`config.mk`:
```
export PLATFORM = sky130hd
export DESIGN_NAME = epp_host_engine
export DESIGN_NICKNAME = d
export VERILOG_FILES = /design/src/rtl/epp_pkg.sv /design/src/rtl/epp_wait_timer.sv /design/src/rtl/epp_lane_unit.sv /design/src/rtl/epp_host_engine.sv
export SDC_FILE = /design/constraint.sdc
export NUM_CORES = 1
export LEC_CHECK = 0
export ABC_AREA = 1
export BUFFER_PORTS_ARGS = -buffer_cell sky130_fd_sc_hd__buf_2
export CAP_MARGIN = 25
export CORE_AREA = 8 8 109 111
export DETAILED_ROUTE_END_ITERATION = 6
export DIE_AREA = 0 0 117 119
export SLEW_MARGIN = 20
export SYNTH_ARGS = -nofsm -noshare
export SYNTH_HDL_FRONTEND = slang
export SYNTH_SLANG_ARGS = --single-unit
```
`constraint.sdc`:
```
create_clock -name clk -period 2.5 [get_ports clk]
set_input_delay 0.25 -clock clk [delete_from_list [all_inputs] [get_ports clk]]
set_output_delay 0.25 -clock clk [all_outputs]
set_load 0.1 [all_outputs]
```
`src/rtl/epp_pkg.sv`:
```
package epp_pkg;
  typedef enum logic [1:0] {
    ST_IDLE   = 2'd0,
    ST_SETUP  = 2'd1,
    ST_STROBE = 2'd2
  } eng_state_t;

  typedef struct packed {
    logic is_addr;
    logic is_read;
  } xfer_kind_t;
endpackage

```
`src/rtl/epp_wait_timer.sv`:
```
module epp_wait_timer #(
  parameter int LIMIT = 1000
) (
  input  logic clk,
  input  logic rst_n,
  input  logic restart,
  input  logic run,
  output logic expired
);
  localparam int CW = (LIMIT > 1) ? $clog2(LIMIT) : 1;
  localparam logic [CW-1:0] LAST = CW'(LIMIT - 1);

  logic [CW-1:0] cnt_q;

  always_ff @(posedge clk or negedge rst_n) begin
    if (!rst_n)                        cnt_q <= '0;
    else if (restart)                  cnt_q <= '0;
    else if (run && (cnt_q != LAST))   cnt_q <= cnt_q + 1'b1;
  end

  assign expired = run && (cnt_q == LAST);

  AST_TMO_CAP: assert property (@(posedge clk) disable iff (!rst_n) cnt_q <= LAST) else $error("timer overran");
endmodule

```
`src/rtl/epp_lane_unit.sv`:
```
module epp_lane_unit #(
  parameter int BYTES = 4,
  parameter int IDX_W = 2
) (
  input  logic               clk,
  input  logic               rst_n,
  input  logic               load,
  input  logic [8*BYTES-1:0] load_data,
  input  logic [IDX_W-1:0]   idx,
  input  logic               cap,
  input  logic [7:0]         cap_byte,
  output logic [7:0]         wr_byte,
  output logic [8*BYTES-1:0] rdata
);
  logic [8*BYTES-1:0] wd_q;
  logic [7:0]         rd_q [BYTES];

  always_ff @(posedge clk or negedge rst_n) begin
    if (!rst_n)    wd_q <= '0;
    else if (load) wd_q <= load_data;
  end

  assign wr_byte = wd_q[8*idx +: 8];

  for (genvar i = 0; i < BYTES; i++) begin : g_lane
    always_ff @(posedge clk or negedge rst_n) begin
      if (!rst_n)                             rd_q[i] <= '0;
      else if (load)                          rd_q[i] <= '0;
      else if (cap && (idx == IDX_W'(i)))     rd_q[i] <= cap_byte;
    end
    assign rdata[8*i +: 8] = rd_q[i];
  end
endmodule

```
`src/rtl/epp_host_engine.sv`:
```
module epp_host_engine
  import epp_pkg::*;
#(
  parameter int BYTES      = 4,
  parameter int TMO_CYCLES = 1000
) (
  input  logic               clk,
  input  logic               rst_n,
  input  logic               legacy_mode,
  input  logic               req_valid,
  output logic               req_ready,
  input  logic [1:0]         req_kind,
  input  logic               req_wide,
  input  logic [8*BYTES-1:0] req_wdata,
  output logic               rsp_valid,
  output logic               rsp_timeout,
  output logic [8*BYTES-1:0] rsp_rdata,
  output logic               busy,
  output logic [7:0]         bus_out,
  output logic               bus_oe,
  input  logic [7:0]         bus_in,
  output logic               write_n,
  output logic               dstb_n,
  output logic               astb_n,
  input  logic               wait_n
);
  localparam int IDX_W = (BYTES > 1) ? $clog2(BYTES) : 1;
  localparam logic [IDX_W-1:0] LAST_IDX = IDX_W'(BYTES - 1);

  eng_state_t       state_q;
  xfer_kind_t       kind_q;
  logic             wide_q;
  logic [IDX_W-1:0] idx_q;
  logic             rsp_valid_q, rsp_tmo_q;

  logic active, accept, go_strobe, ack, last_byte, expired, tmo_abort;

  assign active    = (state_q != ST_IDLE);
  assign accept    = (state_q == ST_IDLE) && req_valid;
  assign go_strobe = (state_q == ST_SETUP) && (legacy_mode || !wait_n);
  assign ack       = (state_q == ST_STROBE) && wait_n;
  assign last_byte = !wide_q || kind_q.is_addr || (idx_q == LAST_IDX);
  assign tmo_abort = expired && ((state_q == ST_SETUP) || ((state_q == ST_STROBE) && !wait_n));

  epp_wait_timer #(.LIMIT(TMO_CYCLES)) i_timer (
    .clk     (clk),
    .rst_n   (rst_n),
    .restart (accept || (ack && !last_byte)),
    .run     (active),
    .expired (expired)
  );

  epp_lane_unit #(.BYTES(BYTES), .IDX_W(IDX_W)) i_lanes (
    .clk       (clk),
    .rst_n     (rst_n),
    .load      (accept),
    .load_data (req_wdata),
    .idx       (idx_q),
    .cap       (ack && kind_q.is_read),
    .cap_byte  (bus_in),
    .wr_byte   (bus_out),
    .rdata     (rsp_rdata)
  );

  always_ff @(posedge clk or negedge rst_n) begin
    if (!rst_n) begin
      state_q     <= ST_IDLE;
      kind_q      <= '0;
      wide_q      <= 1'b0;
      idx_q       <= '0;
      rsp_valid_q <= 1'b0;
      rsp_tmo_q   <= 1'b0;
    end else begin
      rsp_valid_q <= 1'b0;
      unique case (state_q)
        ST_IDLE: begin
          if (req_valid) begin
            state_q <= ST_SETUP;
            kind_q  <= xfer_kind_t'(req_kind);
            wide_q  <= req_wide;
            idx_q   <= '0;
          end
        end
        ST_SETUP: begin
          if (tmo_abort) begin
            state_q     <= ST_IDLE;
            rsp_valid_q <= 1'b1;
            rsp_tmo_q   <= 1'b1;
          end else if (go_strobe) begin
            state_q <= ST_STROBE;
          end
        end
        ST_STROBE: begin
          if (ack) begin
            if (last_byte) begin
              state_q     <= ST_IDLE;
              rsp_valid_q <= 1'b1;
              rsp_tmo_q   <= 1'b0;
            end else begin
              state_q <= ST_SETUP;
              idx_q   <= idx_q + 1'b1;
            end
          end else if (tmo_abort) begin
            state_q     <= ST_IDLE;
            rsp_valid_q <= 1'b1;
            rsp_tmo_q   <= 1'b1;
          end
        end
        default: state_q <= ST_IDLE;
      endcase
    end
  end

  assign req_ready   = !active;
  assign busy        = active;
  assign rsp_valid   = rsp_valid_q;
  assign rsp_timeout = rsp_tmo_q;
  assign bus_oe      = active && !kind_q.is_read;
  assign write_n     = !bus_oe;
  assign dstb_n      = !((state_q == ST_STROBE) && !kind_q.is_addr);
  assign astb_n      = !((state_q == ST_STROBE) && kind_q.is_addr);

  AST_STB_WAIT_GATED: assert property (@(posedge clk) disable iff (!rst_n) ($fell(dstb_n && astb_n) && !$past(legacy_mode)) |-> !$past(wait_n)) else $error("strobe not gated");
  AST_WR_SETUP: assert property (@(posedge clk) disable iff (!rst_n) ($fell(dstb_n && astb_n) && !write_n) |-> $past(!write_n && bus_oe)) else $error("write setup missing");
  AST_STB_RELEASE: assert property (@(posedge clk) disable iff (!rst_n) ($past(!(dstb_n && astb_n)) && $past(wait_n)) |-> (dstb_n && astb_n)) else $error("strobe held after answer");
  AST_TMO_CLEAN: assert property (@(posedge clk) disable iff (!rst_n) (rsp_valid && rsp_timeout) |-> (dstb_n && astb_n && write_n && !bus_oe)) else $error("lines not released on abort");
  AST_BUSY_SPAN: assert property (@(posedge clk) disable iff (!rst_n) busy |=> (busy || rsp_valid)) else $error("busy dropped early");
  AST_RSP_PULSE: assert property (@(posedge clk) disable iff (!rst_n) rsp_valid |=> !rsp_valid) else $error("response pulse too long");
endmodule

```
==> flow_summary.json, run 1 <==
{
  "wl_met3_um": 535,
  "yosysSeqAreaShare": 0.524,
  "die_height_um": 119,
  "cts_tree": "done",
  "skew_ps": 8.26,
  "grt_pass1_vias": 3340,
  "multi_input_comb_area_um2": 1720,
  "m1WireLength_mm": 4.61,
  "clock_sinks": 83,
  "crit_required_ps": 2250,
  "grt_setup_unrepaired": "false",
  "detailroute.wirelength.met2_mm": 4.71,
  "routed_wirelength_mm": 9.95,
  "cp-startpoint": "idx_q[0]$_DFFE_PN0P_",
  "postSynth.asyncResetShare": 1.00,
  "ioPinCount": 96,
  "wire_length_of_the_first_global_routing_pass_mm": 16.5,
  "num_antenna_cells": 0,
  "finalSetupViolations": 0,
  "slew_viol_final": 0,
  "overflow": 0,
  "regToRegStartpoint": "idx_q[1]$_DFFE_PN0P_",
  "min_delay_path_depth": 3,
  "final_min_period_over_clock_period": 0.890,
  "placement_rows": 37,
  "design.final.nets": 599,
  "timing.reg2reg.worst_path_depth": 7,
  "slew-limit-headroom": 0.634,
  "drt-pass1-iter-count": 4,
  "routed_via_density": 4.75,
  "antenna_violating_nets_post_route": 0,
  "synth_area_um2": 3960,
  "postCtsResizedCells": 0,
  "syn2layout_area_growth_pct": 22.5,
  "cap_viol_max_count": 0,
  "floorplan.die_area_um2": 13900,
  "die_w_um": 117,
  "crit_buf_inv": 2,
  "synth.yosys.warnings": 0,
  "crit-reg2reg-capture": "i_timer.cnt_q[9]$_DFFE_PN0P_",
  "core_region_area_um2": 10100,
  "final_layout_size_suffix_gt1_frac": 0.316,
  "finalWorstPathRequiredPeriod_ps": 2230,
  "status": "finished clean",
  "critical-path-max-stage-delay_ps": 460,
  "synth.distinct_cells": 25,
  "cts_max_path_buffers": 2,
  "critical_path_peak_fanout": 19,
  "port-buffer-count": 95,
  "critical_path_depth": 4,
  "postSynthAreaPerCell_um2": 8.92,
  "critical_path.startpoint_type": "flip-flop",
  "ctsRootBufferMaster": "clkbuf_8",
  "dp.final_hpwl_mm": 7.37,
  "h-tree-depth": 3,
  "tns_ps": 0,
  "critical_path.endpoint": "bus_out[1]",
  "final-hold-violation-count": 0,
  "dpl_worst_slack_ps": 541,
  "critical_path.cell_chain": "inv_1, o21ai_0, o22ai_2, buf_2",
  "post_cts.repair.setup_buffers": 0,
  "track_usage": 0.149,
  "postSynthRegisterBits": 83,
  "r2r_slack_ps": 540,
  "critical_path_class": "reg -> out",
  "route.detailed.wl_per_inst_um": 14.6,
  "postSynthNetCount": 501,
  "syn_inst": 444,
  "floorplan.initialDensity": 0.393,
  "crit_arrival_ps": 1980,
  "drc": 0,
  "drt-initial-drc-count": 121,
  "crit_family": "buffers and inverters",
  "clock_insertion_delay_worst_skew_ps": 360,
  "ff_latch_area_um2": 2080,
  "clk_pin_slew_ps": 90,
  "number_of_flops_mapped_to_enable_cells_by_yosys": 0,
  "cts_inserted_buffers": 9,
  "fmax_mhz": 449,
  "finalWeightedCongestion": 0.835,
  "route.top_layer_used": "met4",
  "cts.hold.buffers_added": 1,
  "worst_slew_pin_slew_ps": 548,
  "slowest_cell_on_the_critical_path": "buf_2",
  "vias": 3241,
  "pin_count_of_the_biggest_net_entering_global_routing": 48,
  "num-fill-cells": 1014,
  "critPathCaptureType": "output pin",
  "number_of_antenna_violations_at_the_first_check_in_global_routing": 0,
  "timing.hold.worst.class": "in -> reg",
  "yosys_most_used_dff": "dfrtp_1",
  "finalWorstSetupSlack_ps": 275
}
[placed cells by master (no fill, tap or decap)]
cell type,n
nand3_1,14
nor2_2,1
nand2_1,142
mux2_2,32
clkinv_4,3
a21oi_1,4
o22ai_2,8
nand2_4,5
ha_2,1
o22ai_1,1
inv_6,2
clkinv_2,1
dfrtp_1,83
nor2_4,2
nor2_1,42
nand4_1,5
o21ai_0,30
inv_2,2
buf_2,94
ha_1,8
nand3b_1,1
o21bai_1,2
buf_12,2
o31ai_1,1
o211ai_1,1
nor2_8,1
inv_8,1
buf_4,3
inv_1,39
dlygate4sd3_1,1
clkbuf_8,9
nand2_2,6
[area by class of cell]
type                       count  share of cell area
clock buffer                   9              0.0255
clock inverter                 7              0.0124
inverter                      41              0.0317
multi-input combinational    307               0.355
sequential                    83               0.428
tap                          136              0.0351
timing repair buffer         100               0.112
[synthesized netlist by cell type, drive strengths merged (4+ instances only)]
master  number  share of area
o22ai        9          0.014
nand2      153           0.16
inv         41          0.039
nand4        5         0.0079
ha           9          0.028
a21oi        4         0.0051
nand3       14          0.018
o21ai       30          0.038
dfrtp       83           0.52
buf         11          0.015
mux2        32          0.091
nor2        46          0.050
[how the worst min path moves through the flow]
stage / from / end
2_1_floorplan: rst_n / i_lanes.rdata[0]$_DFFE_PN0P_
3_3_place_gp: rst_n / i_lanes.wd_q[28]$_DFFE_PN0P_
3_5_place_dp: rst_n / i_lanes.wd_q[31]$_DFFE_PN0P_
4_1_cts: req_wdata[14] / i_lanes.wd_q[14]$_DFFE_PN0P_
5_1_grt: req_wdata[15] / i_lanes.wd_q[15]$_DFFE_PN0P_
6_report: req_wdata[14] / i_lanes.wd_q[14]$_DFFE_PN0P_
[cell families (layout without fill, tap and decap cells)]
family	Yosys count	after routing	share of synthesized area
simple gates	219	219	0.236
mux	32	32	0.0910
fa+ha+maj	9	9	0.0284
buf+inv	54	157	0.0556
compound gates	47	47	0.0647
flops	83	83	0.524
[metrics by stage]
| stage | hold WS, ps | instances | cell area [um2] | util |
|---|---|---|---|---|
| global route | 71.9 | 683 | 4850 | 0.481 |
| detailed placement | 269 | 666 | 4660 | 0.462 |
| global placement | 267 | 666 | 4660 | 0.462 |
| finish | 79.1 | 683 | 4850 | 0.481 |
| CTS | 62.9 | 683 | 4850 | 0.481 |
| floorplan | -45.6 | 444 | 4020 | - |
[sequential cells by signal, indices dropped and copies added, names as in the netlist]
name / cells
i_lanes.rdata: 32
i_lanes.wd_q: 32
i_timer.cnt_q: 10
idx_q: 2
kind_q: 2
rsp_timeout: 1
rsp_valid: 1
state_q: 2
wide_q: 1
[per-layer routing]
metal	up-vias	global-route usage
met2	69	0.237
li1	1620	-
met5	-	0
met4	0	0.0480
met1	1545	0.193
met3	7	0.0369
[worst register-to-register path, stage by stage (launching register included)]
cell and delay [ps]:
dfrtp_1 550, ha_1 250, nand3b_1 230, nor2_4 70, nor2_2 350, nand2_2 140
inv_2 130, o21ai_0 120
Power of run 1 is not shown: default switching activity piles up to over one toggle a cycle in this logic, so the estimate is an artifact.
==> inputs of run 2 (changes only) <==
==> constraint.sdc (replaced) <==
create_clock -name clk -period 1.99 [get_ports clk]
set_input_delay 0.199 -clock clk [delete_from_list [all_inputs] [get_ports clk]]
set_output_delay 0.199 -clock clk [all_outputs]
set_load 0.1 [all_outputs]
==> run 2 against run 1 <==
Net effect:
- via count hardly changed
- routed wire length is 1.6% higher
- cell count is 1.0% higher
- critical path type unchanged
- non-clock buffer count is 7 higher
- setup slack worse by 180 ps
- count of clock-buffer cells in the layout stayed put
- worst hold slack worse by 52 ps
==> flow_summary.json, run 2 (synthesis results as in run 1) <==
{
  "route.detailed.wl_per_inst_um": 14.7,
  "r2r_slack_ps": 310,
  "fmax_mhz": 528,
  "ioPinCount": 96,
  "worstHoldStart": "req_wdata[4]",
  "finalSetupViolations": 0,
  "finalWeightedCongestion": 0.868,
  "grt_pass1_vias": 3380,
  "finish.cell_count_without_fillers": 690,
  "final-hold-violation-count": 0,
  "crit_required_ps": 1790,
  "ff_latch_area_um2": 2080,
  "critical-path-max-stage-delay_ps": 420,
  "dp.final_hpwl_mm": 7.38,
  "post_cts.repair.setup_buffers": 0,
  "finalWorstPathRequiredPeriod_ps": 1890,
  "antenna_violating_nets_post_route": 0,
  "num-fill-cells": 991,
  "cts_max_path_buffers": 2,
  "slowest_cell_on_the_critical_path": "dfrtp_1",
  "critPathCaptureType": "output pin",
  "cts_inserted_buffers": 9,
  "clock_insertion_delay_worst_skew_ps": 360,
  "multi_input_comb_area_um2": 1790,
  "tns_ps": 0,
  "die_height_um": 119,
  "h-tree-depth": 3,
  "vias": 3239,
  "overflow": 0,
  "cap_viol_max_count": 0,
  "final_common_cell": "nand2_1",
  "regToRegStartpoint": "idx_q[1]$_DFFE_PN0P_",
  "hold-path-endpoint": "i_lanes.wd_q[4]$_DFFE_PN0P_",
  "worst_slew_pin_slew_ps": 497,
  "final_min_period_over_clock_period": 0.951,
  "dpl_worst_slack_ps": 280,
  "clk_pin_slew_ps": 90,
  "wire_length_of_the_first_global_routing_pass_mm": 17.1,
  "num_antenna_cells": 0,
  "design.final.nets": 606,
  "clock_sinks": 83,
  "skew_ps": 5.14,
  "drc": 0,
  "final_layout_size_suffix_gt1_frac": 0.332,
  "critical_path_class": "reg -> out",
  "routed_wirelength_mm": 10.1,
  "pin_count_of_the_biggest_net_entering_global_routing": 46,
  "timing.reg2reg.worst_path_depth": 7,
  "number_of_antenna_violations_at_the_first_check_in_global_routing": 0,
  "crit-reg2reg-capture": "i_timer.cnt_q[0]$_DFFE_PN0P_",
  "critical_path.startpoint_type": "flip-flop",
  "grt_setup_unrepaired": "false",
  "place.detailed.instances": 673,
  "die_w_um": 117,
  "slew-limit-headroom": 0.671,
  "drt-initial-drc-count": 141,
  "placement_rows": 37,
  "min_delay_path_depth": 3,
  "crit_arrival_ps": 1690,
  "floorplan.initialDensity": 0.393,
  "critical_path.cell_chain": "inv_1, buf_12, o21ai_0, o22ai_4, buf_4",
  "timing.hold.worst.class": "in -> reg",
  "port-buffer-count": 95,
  "drt-pass1-iter-count": 4,
  "slew_viol_final": 0,
  "routed_via_density": 4.69,
  "finalWorstSetupSlack_ps": 96.7,
  "layout.cells.most_common_list": "142 x nand2_1, 84 x buf_2, 83 x dfrtp_1, 42 x nor2_1, 35 x inv_1",
  "cts_tree": "done",
  "syn2layout_area_growth_pct": 26.8,
  "core_region_area_um2": 10100,
  "status": "finished clean",
  "ctsRootBufferMaster": "clkbuf_8",
  "critical_path_peak_fanout": 16,
  "track_usage": 0.155,
  "floorplan.die_area_um2": 13900
}
## run 2: worst max-delay path: cells and delay by family, from the launching register on
| family | cells | cell delay [ps] |
|---|---|---|
| flops | 1 | 420 |
| buf+inv | 3 | 650 |
| compound gates | 2 | 260 |
## run 2: repair_timing
item / 4_1_cts / 5_1_grt
setup endpoints to repair: 8 / 10
hold endpoints to repair: 27 / 0
gates cloned: 0 / 0
resized for setup: 8 / 5
hold buffers: 1 / 0
pin swaps: 0 / 0
## run 2: metrics by stage
step                      hold WS (ps)  cell area, um2  utilization
final                             27.0            5020        0.498
after global routing              22.8            5020        0.498
after CTS                         9.23            5020        0.497
after detailed placement           162            4800        0.476
after global placement             166            4800        0.476
after floorplan                  -96.6            4100            -
## run 2: worst max-delay path by stage
| stage | from | depth (start not counted) | end | slack, ps |
|---|---|---|---|---|
| 2_1_floorplan | state_q[1]$_DFFE_PN0P_ | 8 | i_timer.cnt_q[8]$_DFFE_PN0P_ | -80 |
| 3_3_place_gp | state_q[0]$_DFFE_PN0P_ | 7 | i_lanes.rdata[24]$_DFFE_PN0P_ | 340 |
| 3_5_place_dp | idx_q[1]$_DFFE_PN0P_ | 4 | bus_out[7] | 280 |
| 4_1_cts | idx_q[1]$_DFFE_PN0P_ | 4 | bus_out[7] | 4 |
| 5_1_grt | idx_q[0]$_DFFE_PN0P_ | 5 | bus_out[0] | 4 |
| 6_report | idx_q[0]$_DFFE_PN0P_ | 5 | bus_out[1] | 100 |
## run 2: cell type report
type                       instances  area share
clock inverter                     7      0.0132
timing repair buffer             107       0.126
inverter                          41      0.0319
multi-input combinational        307       0.357
clock buffer                       9      0.0247
sequential                        83       0.413
tap                              136      0.0339
## run 2: routing by layer
metal	wire length [um]	GRT usage	share of wire
met3	411	0.0308	0.041
met5	0	0	0
met2	4750	0.244	0.47
met1	4820	0.207	0.48
met4	127	0.0536	0.013
Power of run 2 is left out for the same reason.
